$ cat src/rtl/xtrig_pkg.sv
package xtrig_pkg;

    // Per-line trigger mode; bit 1 selects edge versus level.
    typedef enum logic [1:0] {
        MODE_LVL_LO    = 2'b00,
        MODE_LVL_HI    = 2'b01,
        MODE_EDGE_FALL = 2'b10,
        MODE_EDGE_RISE = 2'b11
    } trig_mode_e;

    localparam int MODE_W          = 2;
    localparam int REG_W           = 8;
    localparam int FIELDS_PER_REG  = REG_W / MODE_W;
    localparam logic [MODE_W-1:0] MODE_RESET = MODE_EDGE_FALL;

    // Line history state: the last synchronized value observed.
    typedef enum logic {
        LINE_QUIET  = 1'b0,
        LINE_ACTIVE = 1'b1
    } line_state_e;

endpackage

$ cat src/rtl/xtrig_sync.sv
module xtrig_sync #(
    parameter int WIDTH = 8
) (
    input  logic             clk,
    input  logic             rst_n,
    input  logic [WIDTH-1:0] async_in,
    output logic [WIDTH-1:0] sync_out
);

    for (genvar i = 0; i < WIDTH; i++) begin : g_bit
        logic meta_q;
        logic stab_q;
        always_ff @(posedge clk or negedge rst_n) begin
            if (!rst_n) begin
                meta_q <= 1'b0;
                stab_q <= 1'b0;
            end else begin
                meta_q <= async_in[i];
                stab_q <= meta_q;
            end
        end
        assign sync_out[i] = stab_q;
    end

endmodule

$ cat src/rtl/xtrig_cfg.sv
module xtrig_cfg
    import xtrig_pkg::*;
#(
    parameter int NUM_LINES = 8,
    parameter int ADDR_W    = 1
) (
    input  logic                        clk,
    input  logic                        rst_n,
    input  logic                        wr_en,
    input  logic [ADDR_W-1:0]           addr,
    input  logic [REG_W-1:0]            wdata,
    output logic [REG_W-1:0]            rdata,
    output logic [NUM_LINES*MODE_W-1:0] mode_vec
);

    localparam int NUM_REGS = NUM_LINES / FIELDS_PER_REG;
    localparam logic [REG_W-1:0] REG_RESET = {FIELDS_PER_REG{MODE_RESET}};

    logic [REG_W-1:0] regs_q [NUM_REGS];

    for (genvar r = 0; r < NUM_REGS; r++) begin : g_reg
        always_ff @(posedge clk or negedge rst_n) begin
            if (!rst_n) begin
                regs_q[r] <= REG_RESET;
            end else if (wr_en && (32'(addr) == r)) begin
                regs_q[r] <= wdata;
            end
        end
        assign mode_vec[r*REG_W +: REG_W] = regs_q[r];
    end

    always_comb begin
        rdata = '0;
        for (int r = 0; r < NUM_REGS; r++) begin
            if (32'(addr) == r) begin
                rdata = regs_q[r];
            end
        end
    end

endmodule

$ cat src/rtl/xtrig_line.sv
module xtrig_line
    import xtrig_pkg::*;
(
    input  logic              clk,
    input  logic              rst_n,
    input  logic              sync_in,
    input  logic [MODE_W-1:0] mode,
    output logic              set_pulse
);

    line_state_e state_q;
    line_state_e state_d;
    trig_mode_e  mode_e;

    assign mode_e = trig_mode_e'(mode);

    // State register.
    always_ff @(posedge clk or negedge rst_n) begin
        if (!rst_n) begin
            state_q <= LINE_QUIET;
        end else begin
            state_q <= state_d;
        end
    end

    // Transitions: RISE, FALL, HOLD. Tracking runs in every mode.
    always_comb begin
        state_d = state_q;
        unique case (state_q)
            LINE_QUIET:  if (sync_in)  state_d = LINE_ACTIVE;
            LINE_ACTIVE: if (!sync_in) state_d = LINE_QUIET;
            default:     state_d = LINE_QUIET;
        endcase
    end

    // Output: both edge modes flag any change, both level modes follow the line.
    always_comb begin
        set_pulse = 1'b0;
        unique case (mode_e)
            MODE_EDGE_FALL,
            MODE_EDGE_RISE: set_pulse = (sync_in != (state_q == LINE_ACTIVE));
            MODE_LVL_LO,
            MODE_LVL_HI:    set_pulse = sync_in;
            default:        set_pulse = 1'b0;
        endcase
    end

endmodule

$ cat src/rtl/xtrig_detect.sv
module xtrig_detect
    import xtrig_pkg::*;
#(
    parameter int NUM_LINES = 8,
    localparam int NUM_REGS = NUM_LINES / FIELDS_PER_REG,
    localparam int ADDR_W   = (NUM_REGS > 1) ? $clog2(NUM_REGS) : 1
) (
    input  logic                 clk,
    input  logic                 rst_n,
    input  logic [NUM_LINES-1:0] line_in,
    input  logic                 reg_wr_en,
    input  logic [ADDR_W-1:0]    reg_addr,
    input  logic [REG_W-1:0]     reg_wdata,
    output logic [REG_W-1:0]     reg_rdata,
    output logic [NUM_LINES-1:0] req_set
);

    logic [NUM_LINES-1:0]        line_sync;
    logic [NUM_LINES*MODE_W-1:0] mode_vec;

    xtrig_sync #(.WIDTH(NUM_LINES)) u_sync (
        .clk      (clk),
        .rst_n    (rst_n),
        .async_in (line_in),
        .sync_out (line_sync)
    );

    xtrig_cfg #(.NUM_LINES(NUM_LINES), .ADDR_W(ADDR_W)) u_cfg (
        .clk      (clk),
        .rst_n    (rst_n),
        .wr_en    (reg_wr_en),
        .addr     (reg_addr),
        .wdata    (reg_wdata),
        .rdata    (reg_rdata),
        .mode_vec (mode_vec)
    );

    for (genvar i = 0; i < NUM_LINES; i++) begin : g_line
        xtrig_line u_line (
            .clk       (clk),
            .rst_n     (rst_n),
            .sync_in   (line_sync[i]),
            .mode      (mode_vec[i*MODE_W +: MODE_W]),
            .set_pulse (req_set[i])
        );
    end

endmodule

$ cat config.mk
export PLATFORM = sky130hd
export DESIGN_NAME = xtrig_detect
export DESIGN_NICKNAME = d
export VERILOG_FILES = /design/src/rtl/xtrig_pkg.sv /design/src/rtl/xtrig_sync.sv /design/src/rtl/xtrig_cfg.sv /design/src/rtl/xtrig_line.sv /design/src/rtl/xtrig_detect.sv
export SDC_FILE = /design/constraint.sdc
export NUM_CORES = 1
export LEC_CHECK = 0
export BUFFER_PORTS_ARGS = -buffer_cell sky130_fd_sc_hd__clkbuf_2
export CAP_MARGIN = 20
export CORE_ASPECT_RATIO = 0.9
export CORE_MARGIN = 10
export CORE_UTILIZATION = 55
export CTS_CLUSTER_SIZE = 30
export DETAILED_ROUTE_END_ITERATION = 10
export PLACE_DENSITY = 0.82
export SLEW_MARGIN = 40
export SYNTH_ARGS = -nofsm -noshare
export SYNTH_HDL_FRONTEND = slang
export SYNTH_HIERARCHICAL = 1
export SYNTH_SLANG_ARGS = --single-unit
$ cat constraint.sdc
create_clock -name clk -period 2.5 [get_ports clk]
set_clock_uncertainty 0.05 [all_clocks]
set_input_delay 0.375 -clock clk [delete_from_list [all_inputs] [get_ports clk]]
set_output_delay 0.375 -clock clk [all_outputs]
set_load 0.1 [all_outputs]
==> metrics, run 1 <==
First-pass DRT Iterations=3; Mapped Avg Cell Area=16.5 sq um; placed cell count=about 150; I/O Buffers=35; Die X-Extent=roughly 75 microns; Rows=17; Cells after Synth=92; Pwr Density=approximately 960 nW/um^2; Sw Ratio=35.8%; Unique masters post-synth=11; maxcap violations=0; #FFs+latches synth=40; unrepaired setup endpoints after global routing=no; setup TNS after final layout=0 ns; PostCTS Resize Cnt=0; Die Ht=roughly 70 microns; worst skew pair latency=around 0.34 ns; critical path endpoint category=primary output; sequential fraction of the synthesis area=around two thirds; Yosys Warn Count=6; post-layout util=between 70% and 80%; top cell type's share of synthesized area=between 50% and 60%; logic gate share of total power=between 30% and 40%; full die area=5260 sq um; Min-Delay Path Class=input port to flip-flop; startpoint types=flip-flop; Final period util=approximately four fifths; Avg WL per Cell=around 17 microns; syn_nets=about 110; Pins Over Slew Limit=0; Initial DRC Count=14; Seq pwr share=between 40 and 50%; Max IR drop VDD=about 0.00063 V; Cell Area, Synth=between 1500 and 2000 sq um; Residual DRC=0; most frequent cells in the layout=clkbuf_2, dfrtp_1, mux2_2; CP max FO=3; vias=773; TritonCTS Buffers=5; ANT nets after route=0; root buf cell=clkbuf_4; Layout Area Growth over Synthesis=19.2%; ratio of cells with drive above 1 in the final layout=about two thirds; post-CTS setup buffers=0; fin cells=between 150 and 200; GP Congestion=0.664; vias in the first global route=between 900 and 1000; area leader, netlist=dfrtp_1; Hold Vio Cnt, Final=0; initial core utilization=about 59%; Clock Tree Buf Depth=2; CP Class=flip-flop to primary output; Vias/cell=~5.0; grt ovf=0; # IOs=36; Static Leakage=a little under 0.9 nW; TritonCTS clock tree=done; largest cells by area after synthesis=dfrtp_1, dfstp_2, mux2_2; CTS Sinks=40; worst slew pin tran=0.553 ns; Ant. Diodes=0; Critical Path RT=approximately 2.1 ns; CTS Hold Bufs=1; Core Area=between 2000 and 3000 sq um; total wire length=around 2600 microns; H-tree depth=2; maximum number of pins on one net before global-route repair=approximately 40; most common cell after layout, fill and taps aside=clkbuf_2; relative max-transition margin=between 60% and 70%; critical path arrival=~1.6 ns; Final setup viols=0; CTS clk-pin slew, worst paths=~0.11 ns; Clock Power Share=a little over a quarter; GRT Total Usage=between 10% and 20%; antenna violations before repair=0; Fill cells=~170; Final Critical Period=just over 2 ns; status=completed; Max Freq=just under 0.5 GHz; internal power=between 0.001 and 0.0015 W; Net Switching=approximately 0.00062 W; global-route wire length before repair=between 4000 and 5000 microns; Layout Nets=~150
state kept, by name, summed over array words and instances, names as in the netlist:
signal / flops
u_sync/g_bit.meta_q: 8
u_cfg/mode_vec: 16
g_line.u_line/state_q: 8
u_sync/g_bit.stab_q: 8
layer usage:
| layer | global-route usage, % | vias to the layer above | wire, microns |
|---|---|---|---|
| met3 | 5.99 | 5 | 296 |
| li1 | - | 359 | - |
| met1 | 12.3 | 379 | 1050 |
| met4 | 6.75 | 0 | 51 |
| met2 | 16.1 | 30 | 1250 |
| met5 | 0 | - | 0 |
per-stage QoR:
step | hold slack (ns) | setup WS, ns | instance area (sq um) | total power, W
6_report | 0.0808 | 0.470 | 1810 | 0.00173
4_1_cts | 0.0654 | 0.438 | 1810 | 0.00176
2_1_floorplan | 0.0294 | 0.572 | 1580 | 0.00121
3_5_place_dp | 0.291 | 0.657 | 1700 | 0.00129
3_3_place_gp | 0.282 | 0.682 | 1700 | 0.00128
5_1_grt | 0.0528 | 0.366 | 1810 | 0.00181
power groups by stage:
stage,sequential [W],clock (W),combinational (W)
finish,0.000754,0.000457,0.000519
global route,0.000764,0.000508,0.000541
CTS,0.000756,0.000474,0.000525
detailed placement,0.000767,0,0.000523
global placement,0.000761,0,0.000514
floorplan,0.000750,0,0.000459
worst max-delay path, cell delays in order (launching register included):
cell and delay, ns:
dfstp_2 0.56, nand2_1 0.09, xnor2_2 0.14, clkbuf_2 0.48
cell families (layout without fill, tap and decap cells):
group                     count (synthesis)  count (layout)  synth area share, %
xor gates and xnor gates                  8               8                 4.62
buffers and inverters                    10              44                 5.69
DFF                                      40              40                 66.6
muxes                                    24              24                 19.8
and+or+nand+nor                          10              10                 3.30
cells in the mapped netlist:
library cell	n
xnor2_1	8
buf_6	1
mux2_4	8
mux2_2	16
dfrtp_1	32
nand2_1	8
nor2b_4	1
dfstp_2	8
buf_4	8
buf_8	1
nand2_2	1
worst paths after layout:
path	startpoint	to	slack, ns	depth (start not counted)
worst max-delay path	u_cfg/mode_vec[7]$_DFFE_PN1P_	req_set[3]	0.47	3
worst min-delay path	line_in[2]	u_sync/g_bit[2].meta_q$_DFF_PN0_	0.08	1
worst max register to register	u_cfg/mode_vec[6]$_DFFE_PN0P_	u_cfg/mode_vec[6]$_DFFE_PN0P_	1.68	1
worst min register to register	u_sync/g_bit[2].meta_q$_DFF_PN0_	u_sync/g_bit[2].stab_q$_DFF_PN0_	0.31	0
max in group asynchronous	rst_n	u_cfg/mode_vec[5]$_DFFE_PN1P_	1.51	2
min in group asynchronous	rst_n	g_line[1].u_line/state_q$_DFF_PN0_	0.52	2
final cells by class:
cell class | instances | area (sq um) | share of cell area [%]
Timing Repair Buffer | 36 | 188 | 10.4
Clock inverter | 1 | 30.0 | 1.66
Sequential cell | 40 | 1010 | 55.9
Tap cell | 28 | 35.0 | 1.94
Multi-Input combinational cell | 42 | 480 | 26.6
Clock buffer | 7 | 65.1 | 3.60
No activity file was read; power rests on OpenSTA's default activity.
==> run 2, diff against run 1 <==
--- a/config.mk
+++ b/config.mk
@@ -9,10 +9,10 @@
 export CAP_MARGIN = 20
 export CORE_ASPECT_RATIO = 0.9
 export CORE_MARGIN = 10
-export CORE_UTILIZATION = 55
+export CORE_UTILIZATION = 46
 export CTS_CLUSTER_SIZE = 30
 export DETAILED_ROUTE_END_ITERATION = 10
-export PLACE_DENSITY = 0.82
+export PLACE_DENSITY = 0.73
 export SLEW_MARGIN = 40
 export SYNTH_ARGS = -nofsm -noshare
 export SYNTH_HDL_FRONTEND = slang
==> constraint.sdc (replaced) <==
create_clock -name clk -period 1.8 [get_ports clk]
set_clock_uncertainty 0.05 [all_clocks]
set_input_delay 0.27 -clock clk [delete_from_list [all_inputs] [get_ports clk]]
set_output_delay 0.27 -clock clk [all_outputs]
set_load 0.1 [all_outputs]
==> metrics, run 2 (same netlist as run 1, synthesis figures left out) <==
met1 GRT Util=between 10% and 20%; TritonCTS clock tree=done; met2 Track Usage GR=between 10% and 20%; worst slew pin tran=0.509 ns; CTS Sinks=40; Hold Startpoint=line_in[6]; Die X-Extent=80.5 microns; Multi-input gate area=between 500 and 600 sq um; met3 Use GR=under 10%; Max Freq=between 0.5 and 0.6 GHz; critical path arrival=1.35 ns; startpoint types=flip-flop; worst hold slack=~0.036 ns; antenna violations before repair=0; I/O Buffers=35; Static Leakage=between 0.9 and 1 nW; status=completed; hold path depth=1; ratio of cells with drive above 1 in the final layout=68.0%; Final setup viols=0; post-layout util=a little over two thirds; most frequent cells in the layout=dfrtp_1, clkbuf_2, buf_12, mux2_2; maximum number of pins on one net before global-route repair=23; global-route wire length before repair=between 4000 and 5000 microns; Initial DRC Count=28; R2R depth=1; total wire length=about 2600 microns; most common cell after layout, fill and taps aside=dfrtp_1; relative max-transition margin=around 66%; Residual DRC=0; First-pass DRT Iterations=4; reg-to-reg critical path endpoint=u_cfg/mode_vec[2]$_DFFE_PN0P_; Pwr Density=1220 nW/um^2; Reg area=around 1000 sq um; Ant. Diodes=0; CTS clk-pin slew, worst paths=around 0.08 ns; Vias/cell=4.62; Die Ht=roughly 74 microns; Avg WL per Cell=15.5 microns; Max IR drop VDD=~0.0009 V; CP max FO=3; FF-to-FF Start=u_cfg/mode_vec[2]$_DFFE_PN0P_; H-tree depth=2; Critical Path RT=1.48 ns; # IOs=36; grt ovf=0; initial core utilization=about half; Clock Tree Buf Depth=2; Hold Path End=u_sync/g_bit[6].meta_q$_DFF_PN0_; Final period util=between 90% and 100%; Layout Area Growth over Synthesis=43.1%; vias=roughly 790; GRT Total Usage=between 9 and 10%; Layout Nets=147; gr busiest metal=met2; worst skew pair latency=~0.28 ns; root buf cell=clkbuf_8; TritonCTS Buffers=5; GP Congestion=0.713; full die area=~6000 sq um; Min-Delay Path Class=input port to flip-flop; ANT nets after route=0; Hold Vio Cnt, Final=0; unrepaired setup endpoints after global routing=no; PostCTS Resize Cnt=0; Fill cells=208; Core Area=roughly 3100 sq um; Final Critical Period=1.67 ns; dpl cell area=2060 sq um; max reg flops=16; critical path endpoint category=primary output; Design Area, Final=2170 sq um; placed wire-length estimate=~2100 microns; CP Class=flip-flop to primary output; Reg2Reg Setup Slack=roughly 1 ns; vias in the first global route=~900; Rows=19; Pins Over Slew Limit=0; maxcap violations=0; setup TNS after final layout=0 ns
run 2: worst max-delay path, stage by stage, from the launching register on:
cell and delay, ns:
dfstp_2 0.55, nand2_1 0.13, xnor2_4 0.19, buf_12 0.19
run 2: routing by layer:
layer / routed length (microns) / share of wire [%]
met2: 1290 / 49
met5: 0 / 0
met4: 8 / 0.30
met3: 233 / 8.9
met1: 1100 / 42
run 2: layout make-up:
class,instances,area share [%]
repair buffers,38,20.3
clock buffers,6,3.80
flip-flops and latches,40,46.5
well taps,42,2.42
multi-input cells,42,26.3
clock inverters,2,0.691
run 2: timing repair:
| action | 4_1_cts | 5_1_grt |
|---|---|---|
| buffers inserted | 0 | 0 |
| hold endpoints to repair | 16 | 0 |
| hold buffers | 1 | 0 |
run 2: how the worst max path moves through the flow:
stage | slack [ns] | cells after the start | end | startpoint
global route | 0.06 | 3 | req_set[5] | u_cfg/mode_vec[11]$_DFFE_PN1P_
floorplan | 0.26 | 2 | req_set[0] | u_cfg/mode_vec[1]$_DFFE_PN1P_
global placement | 0.35 | 3 | reg_rdata[3] | reg_addr
detailed placement | 0.34 | 3 | reg_rdata[6] | reg_addr
CTS | 0.11 | 3 | req_set[6] | u_cfg/mode_vec[13]$_DFFE_PN1P_
finish | 0.13 | 3 | req_set[6] | u_cfg/mode_vec[13]$_DFFE_PN1P_
run 2: through the flow:
step	power, W	cells	setup WS, ns
floorplan	0.00172	92	0.255
global placement	0.00204	161	0.350
detailed placement	0.00206	161	0.344
CTS	0.00268	170	0.109
global route	0.00275	170	0.0624
finish	0.00264	170	0.130
run 2: where the power goes:
group	switching, W	internal, W	leakage, nW	total [W]
registers	0.0000536	0.000999	0.458	0.00105
logic	0.000590	0.000392	0.475	0.000983
clock network	0.000295	0.000310	0.0434	0.000604
total	0.000939	0.00170	0.976	0.00264
